`config.mk`:
```
export PLATFORM = sky130hd
export DESIGN_NAME = mcu_io_ports
export DESIGN_NICKNAME = d
export VERILOG_FILES = /design/src/rtl/mcu_io_pkg.sv /design/src/rtl/mcu_io_pin_sample.sv /design/src/rtl/mcu_io_r_bank.sv /design/src/rtl/mcu_io_d_bank.sv /design/src/rtl/mcu_io_ports.sv
export SDC_FILE = /design/constraint.sdc
export NUM_CORES = 1
export LEC_CHECK = 0
export ABC_AREA = 0
export BUFFER_PORTS_ARGS = -buffer_cell sky130_fd_sc_hd__buf_2
export CAP_MARGIN = 40
export CORE_MARGIN = 3
export CORE_UTILIZATION = 28
export CTS_BUF_LIST = sky130_fd_sc_hd__clkbuf_16
export DETAILED_ROUTE_END_ITERATION = 8
export SLEW_MARGIN = 40
export SYNTH_ARGS = -nofsm -noshare
export SYNTH_HDL_FRONTEND = slang
export SYNTH_SLANG_ARGS = --single-unit
```
`constraint.sdc`:
```
create_clock -name clk_i -period 3.2 [get_ports clk_i]
set_input_delay 0.32 -clock clk_i [delete_from_list [all_inputs] [get_ports clk_i]]
set_output_delay 0.32 -clock clk_i [all_outputs]
set_load 0.01 [all_outputs]
```
`src/rtl/mcu_io_pkg.sv`:
```
package mcu_io_pkg;
  localparam int unsigned NIB_W = 4;

  // and_mode: standard pin (AND merge); else high-voltage pin (OR merge)
  function automatic logic [NIB_W-1:0] merge_nib(input logic and_mode,
                                                 input logic [NIB_W-1:0] pin,
                                                 input logic [NIB_W-1:0] lat);
    return and_mode ? (pin & lat) : (pin | lat);
  endfunction
endpackage

```
`src/rtl/mcu_io_pin_sample.sv`:
```
module mcu_io_pin_sample #(
  parameter int unsigned W = 8
) (
  input  logic         clk_i,
  input  logic         rst_ni,
  input  logic [W-1:0] d_i,
  output logic [W-1:0] q_o
);
  always_ff @(posedge clk_i or negedge rst_ni) begin
    if (!rst_ni) q_o <= '0;
    else         q_o <= d_i;
  end
endmodule

```
`src/rtl/mcu_io_r_bank.sv`:
```
module mcu_io_r_bank
  import mcu_io_pkg::*;
#(
  parameter int unsigned   NUM_R      = 11,
  parameter int unsigned   IDX_W      = 4,
  parameter int unsigned   LAST_W     = 2,
  parameter int unsigned   MAX_WR     = 8,
  parameter logic [NUM_R-1:0] HV_MASK = 11'h407,
  parameter logic [NUM_R-1:0] WO_MASK = 11'h1C1
) (
  input  logic                   clk_i,
  input  logic                   rst_ni,
  input  logic                   wr_i,
  input  logic                   rd_i,
  input  logic [IDX_W-1:0]       idx_i,
  input  logic [NIB_W-1:0]       wdata_i,
  input  logic [NUM_R*NIB_W-1:0] pin_i,
  output logic [NUM_R*NIB_W-1:0] latch_o,
  output logic [NIB_W-1:0]       rdata_o,
  output logic                   err_o
);
  logic [NIB_W-1:0] lat [NUM_R];
  logic [NIB_W-1:0] rd_val [NUM_R];

  for (genvar i = 0; i < NUM_R; i++) begin : g_port
    localparam logic [NIB_W-1:0] WMSK =
      (i == NUM_R - 1) ? NIB_W'((1 << LAST_W) - 1) : {NIB_W{1'b1}};
    localparam logic [NIB_W-1:0] RST = HV_MASK[i] ? '0 : WMSK;
    localparam logic AND_MODE = (RST != '0);

    if (i <= MAX_WR) begin : g_wr
      always_ff @(posedge clk_i or negedge rst_ni) begin
        if (!rst_ni) lat[i] <= RST;
        else if (wr_i && idx_i == IDX_W'(i)) lat[i] <= wdata_i & WMSK;
      end
    end else begin : g_ro
      assign lat[i] = RST;
    end

    assign rd_val[i]             = merge_nib(AND_MODE, pin_i[i*NIB_W +: NIB_W], lat[i]) & WMSK;
    assign latch_o[i*NIB_W +: NIB_W] = lat[i];
  end

  logic bad_idx;
  always_comb begin
    bad_idx = 1'b1;
    rdata_o = {NIB_W{1'b1}};
    for (int i = 0; i < NUM_R; i++) begin
      if (idx_i == IDX_W'(i) && !WO_MASK[i]) begin
        bad_idx = 1'b0;
        rdata_o = rd_val[i];
      end
    end
  end

  always_ff @(posedge clk_i or negedge rst_ni) begin
    if (!rst_ni) err_o <= 1'b0;
    else         err_o <= rd_i && bad_idx;
  end
endmodule

```
`src/rtl/mcu_io_d_bank.sv`:
```
module mcu_io_d_bank #(
  parameter int unsigned        NUM_D   = 16,
  parameter int unsigned        IDX_W   = 4,
  parameter logic [NUM_D-1:0]   HV_MASK = 16'hFFF0
) (
  input  logic             clk_i,
  input  logic             rst_ni,
  input  logic             set_i,
  input  logic             clr_i,
  input  logic             tst_i,
  input  logic [IDX_W-1:0] idx_i,
  input  logic [NUM_D-1:0] pin_i,
  output logic [NUM_D-1:0] latch_o,
  output logic [NUM_D-1:0] wmask_o,
  output logic             st_o
);
  logic [NUM_D-1:0] bit_sel;
  logic [NUM_D-1:0] merged;

  assign bit_sel = NUM_D'(1) << idx_i;
  assign wmask_o = (set_i || clr_i) ? bit_sel : '0;
  // standard lines AND-merge, high-voltage lines OR-merge
  assign merged  = (pin_i & latch_o & ~HV_MASK) | ((pin_i | latch_o) & HV_MASK);

  always_ff @(posedge clk_i or negedge rst_ni) begin
    if (!rst_ni)    latch_o <= ~HV_MASK;
    else if (set_i) latch_o <= latch_o | bit_sel;
    else if (clr_i) latch_o <= latch_o & ~bit_sel;
  end

  always_ff @(posedge clk_i or negedge rst_ni) begin
    if (!rst_ni)    st_o <= 1'b0;
    else if (tst_i) st_o <= |(merged & bit_sel);
  end
endmodule

```
`src/rtl/mcu_io_ports.sv`:
```
module mcu_io_ports #(
  parameter int unsigned       NUM_R     = 11,
  parameter int unsigned       NUM_D     = 16,
  parameter int unsigned       R_IDX_W   = 4,
  parameter int unsigned       LAST_W    = 2,
  parameter int unsigned       MAX_WR    = 8,
  parameter logic [NUM_R-1:0]  R_HV_MASK = 11'h407,
  parameter logic [NUM_R-1:0]  R_WO_MASK = 11'h1C1,
  parameter logic [NUM_D-1:0]  D_HV_MASK = 16'hFFF0,
  localparam int unsigned      D_IDX_W   = $clog2(NUM_D),
  localparam int unsigned      R_BUS_W   = NUM_R * 4
) (
  input  logic               clk_i,
  input  logic               rst_ni,
  input  logic               r_wr_i,
  input  logic               r_rd_i,
  input  logic [R_IDX_W-1:0] r_idx_i,
  input  logic [3:0]         r_wdata_i,
  output logic [3:0]         r_rdata_o,
  output logic               r_err_o,
  input  logic [R_BUS_W-1:0] r_pin_i,
  output logic [R_BUS_W-1:0] r_pin_o,
  input  logic               d_set_i,
  input  logic               d_clr_i,
  input  logic               d_tst_i,
  input  logic [D_IDX_W-1:0] d_idx_i,
  input  logic [NUM_D-1:0]   d_pin_i,
  output logic [NUM_D-1:0]   d_pin_o,
  output logic [NUM_D-1:0]   d_wmask_o,
  output logic               d_st_o
);
  logic [R_BUS_W-1:0] r_pin_q;
  logic [NUM_D-1:0]   d_pin_q;

  mcu_io_pin_sample #(.W(R_BUS_W)) u_r_smp (
    .clk_i, .rst_ni, .d_i(r_pin_i), .q_o(r_pin_q)
  );

  mcu_io_pin_sample #(.W(NUM_D)) u_d_smp (
    .clk_i, .rst_ni, .d_i(d_pin_i), .q_o(d_pin_q)
  );

  mcu_io_r_bank #(
    .NUM_R(NUM_R), .IDX_W(R_IDX_W), .LAST_W(LAST_W), .MAX_WR(MAX_WR),
    .HV_MASK(R_HV_MASK), .WO_MASK(R_WO_MASK)
  ) u_r_bank (
    .clk_i, .rst_ni,
    .wr_i(r_wr_i), .rd_i(r_rd_i), .idx_i(r_idx_i), .wdata_i(r_wdata_i),
    .pin_i(r_pin_q), .latch_o(r_pin_o), .rdata_o(r_rdata_o), .err_o(r_err_o)
  );

  mcu_io_d_bank #(
    .NUM_D(NUM_D), .IDX_W(D_IDX_W), .HV_MASK(D_HV_MASK)
  ) u_d_bank (
    .clk_i, .rst_ni,
    .set_i(d_set_i), .clr_i(d_clr_i), .tst_i(d_tst_i), .idx_i(d_idx_i),
    .pin_i(d_pin_q), .latch_o(d_pin_o), .wmask_o(d_wmask_o), .st_o(d_st_o)
  );
endmodule

```
Word-level counts from Yosys, hierarchy flattened
Cells that the tools add are included.

Reduce and logical (&&, ||, !) cells: 14. Muxes and demuxes: 17. Bitwise operators: 12. Shift-type cells: 1. Equality and inequality tests: 10.

Operators by type and width (number): $mux W16 (3); $and A16 B16 Y16 (2); $or A16 B16 Y16 (2); $mux W4 (7); $and A4 B4 Y4 (4); $eq A4 B3 Y1 const B (4); $not A16 Y16 (1); $or A4 B16 Y16 (1); $reduce_or A16 Y1 (1); $shl A1 B4 Y16 const A (1); $eq A4 B4 Y1 const B (3); $logic_and A1 B1 Y1 (10); $eq A4 B2 Y1 const B (2); $or A4 B4 Y4 (2); $mux W1 (7); $eq A4 B1 Y1 const B (1); $logic_not A4 Y1 (1); $reduce_bool A2 Y1 (1); $logic_or A1 B1 Y1 (1).

Input bits: 79. Flip-flop bits (word level): 112. Output and inout bits: 82. Logic and storage cells: 68.

Logic depth before layout (Yosys ltp)
Depth after elaboration: 9. Depth in mapped cells: 6. Gate-level depth less buffers: 5.

Modules after synthesis
Synthesis repeated with hierarchy kept, for this count alone.

Cells, all modules: 344. Area total of the unflattened synthesis: 4453.0 sq um.

Modules (own cells, without submodules): mcu_io_r_bank (cells an instance 162, area each 1881.8 sq um, times used 1, sequential area each 955.9 sq um); mcu_io_pin_sample at u_r_smp (cells an instance 44, area each 1101.1 sq um, times used 1, sequential area each 1101.1 sq um); mcu_io_d_bank (cells an instance 122, area each 1069.8 sq um, times used 1, sequential area each 430.4 sq um); mcu_io_pin_sample at u_d_smp (cells an instance 16, area each 400.4 sq um, times used 1, sequential area each 400.4 sq um).

Worst setup path before layout
No wires, ideal clock.

Path kind: input -> output. From: input r_idx_i[0]. To: output r_rdata_o[3]. Path slack: 1.578 ns. Stages: 6. Arrival: 1.302 ns. Path buffers: 2. Required time: 2.880 ns. Cells stage by stage: buf_2 > buf_2 > nand3_1 > o211ai_1 > o31ai_1 > a211oi_1.

Longest elaborated chain between the ends: 8. Elaborated cells on any way between the ends: 14. Those cells by class: 7 x eq/ne; 7 x mux.

RTL lines: from (decl) (RTL line mcu_io_ports.sv:17) `input logic [R_IDX_W-1:0] r_idx_i,`; $eq A4 B1 Y1 (RTL line mcu_io_r_bank.sv:49) `if (idx_i == IDX_W'(i) && !WO_MASK[i]) begin`; $mux W4 (6 in a row) (RTL line mcu_io_r_bank.sv:49); $mux W4 (*) (RTL line mcu_io_r_bank.sv:49); to (decl) (RTL line mcu_io_ports.sv:19) `output logic [3:0] r_rdata_o,`.

Mark *: on every way between the ends. The rest lies on a longest branch, timed or not.

Worst setup path after layout
From: input r_idx_i[2]. To: output r_rdata_o[1].

The elaborated chain is that of the path after synthesis.

==> reports/qor.yml <==
cells_and_area:
  final_area_sq_um: 5100
  instances_no_fill: 643
  antenna-diode-count: 0
  nets: 541
  drive_above_1_share: 0.480
  syn2layout_area_growth_pct: 28.3
  final_cell_mix: "buf_2 (133), dfrtp_1 (68), mux2_2 (36)"
  layout_commonest_cell: "buf_2"
worst_setup_path:
  required_ps: 2880
  crit_fanout: 11
  regToRegSetupSlack_ps: 1630
  startpoint_type: "input port"
  rr_worst_depth: 5
  timing.rr.end: "u_d_bank.st_o"
  critical_path_class: "in2out"
  crit_path_end_kind: "output port"
  cp.arrival_ps: 1910
floorplanning:
  coreArea_sq_um: 13600
  die_x_um: 125
  die_area_sq_um: 15700
  rows: 42
  die_y_um: 125
  io_pins: 161
  initial_core_util: 0.294
synth:
  ys_seq_area_frac: 0.612
  netlist_area_sq_um: 3980
  synth_area_leaders: "dfrtp_1 (43%), dfstp_2 (18%), mux2_2 (10%), nor2_1 (3.0%), nand2_1 (2.5%)"
  syn_avg_cell_area_sq_um: 12.1
  synth_cell_types: 47
  synth_cells: 330
  synth_edf_count: 0
  synth_flop_cell: "dfrtp_1"
  synth_top_cell_by_area: "dfrtp_1"
  yosys.area.top_type_share: 0.428
  ys_ff_latch: 96
  yosys_warnings: 0
  ys_async_sr_fraction: 1.00
clock_network:
  clk_pin_slew_worst_paths_ps: 70
  insertion_delay_ps: 340
  post_cts_buffers: 0
  cts_root_buf: "clkbuf_16"
  cts.sinks: 96
  numCtsBuffers: 9
  htreeDepth: 3
  tritoncts: "yes"
  clk_path_buf_depth: 2
hold_path:
  worstHoldPathType: "in2reg"
  hold_path_end: "u_r_smp.q_o[7]"
  min_path_cells: 1
  hold_path_startpoint: "r_pin_i[7]"
placed_design:
  dp_slack_ps: 971
  routabilityCongestion: 0.842
  portBuffers: 134
  placed_cells: 626
  dp_hpwl_mm: 7.95
  dpl_cell_area_sq_um: 4780
job:
  drv_cap: 0
global_route:
  grt-ovfl-total: 0
  grt_pass1_vias: 2965
  globalRouteTotalUtil: 0.134
  grt_pass1_wl_mm: 16.5
  grt_max_degree: 52
  grt_antenna_before_repair: 1
routing:
  drc: 0
  drtPass1Iterations: 4
  vias_per_cell: 4.73
  drtIter0Drc: 131
  routed_wl_mm: 10.6
  routedWlPerCell_um: 16.5
  ant_nets: 0
  dr_total_vias: 3040
sta:
  finalHoldViolations: 0
  clock_skew_ps: 9.00
  period_share: 0.698
  drv_slew: 0
  max_freq_mhz: 448
  rsz0062_at_grt: "no"
  tightest_slew_ps: 766
  tns_ps: 0
  finalSetupViolCount: 0
  slew_headroom: 0.488
  min_period_ps: 2230
  fin_ws_ps: 965
pwr:
  ir_drop_v: 0.000352
  power.density_nw_per_um2: 645
  p_leak_nw: 2.34
  totalPowerFinal_w: 0.00329
status:
  run_status: "finished clean"
worst max-delay path by stage:
stage                     startpoint  slack (ps)                   end  depth (start not counted)
final                     r_idx_i[2]         970          r_rdata_o[1]                          7
after global placement    r_idx_i[2]        1000          r_rdata_o[1]                          7
after floorplan           r_idx_i[0]        1580          r_rdata_o[3]                          6
after global routing      r_idx_i[2]         790          r_rdata_o[1]                          7
after detailed placement  r_idx_i[2]         970  u_r_bank.latch_o[26]                          5
after CTS                 r_idx_i[2]         980          r_rdata_o[1]                          7
logic make-up after synthesis:
family,after synthesis,share of synthesized area
other cells,2,0.00189
flops,96,0.612
mux,36,0.102
xor+xnor,1,0.00220
simple gates,107,0.137
buf+inv,25,0.0371
compound gates,63,0.107
per-stage QoR:
step | hold WS, ps | utilization
2_1_floorplan | 24.4 | -
3_3_place_gp | 354 | 0.353
3_5_place_dp | 364 | 0.353
4_1_cts | 66.0 | 0.377
5_1_grt | 57.1 | 0.377
6_report | 81.2 | 0.377
metal layers:
metal,share of wire,global-route usage,wire length [um],vias to the layer above
li1,-,-,-,1429
met1,0.44,0.177,4670,1483
met2,0.48,0.210,5050,108
met3,0.061,0.0358,646,18
met4,0.023,0.0542,242,2
met5,0.00066,0,7,-
synth_stat cells (5+ instances only):
library cell / n
mux2_2: 36
a21oi_1: 5
nor2b_1: 6
dfrtp_1: 68
nand2b_1: 5
nand3_1: 7
nor2_1: 32
nor3_1: 9
nand2_1: 27
buf_4: 11
a22o_1: 9
dfstp_2: 28
o21ai_0: 20
repair_timing:
| action | CTS | global route |
|---|---|---|
| hold endpoints to repair | 11 | 0 |
| hold buffers | 1 | 0 |
| resized for setup | 0 | 0 |
| setup endpoints to repair | 0 | 0 |
critical path: stages:
cell	delay, ps
buf_2	150
nor2b_1	640
a22oi_1	200
o22ai_1	220
nor2_1	70
o21a_1	160
buf_2	130
final cells by class:
type | instances | area, sq um
Multi-Input combinational cell | 215 | 1420
Fill cell | 1359 | 8450
Inverter | 4 | 15.0
Timing Repair Buffer | 136 | 703
Clock inverter | 7 | 86.3
Clock buffer | 9 | 225
Sequential cell | 96 | 2440
Tap cell | 176 | 220
power by group:
group          leakage (nW)  internal [W]  total (W)  switching (W)
registers              1.10       0.00145    0.00157       0.000115
clock network         0.154      0.000621    0.00110       0.000478
logic                  1.09      0.000285   0.000621       0.000336
total                  2.34       0.00236    0.00329       0.000930
No activity file was read; power rests on OpenSTA's default activity.
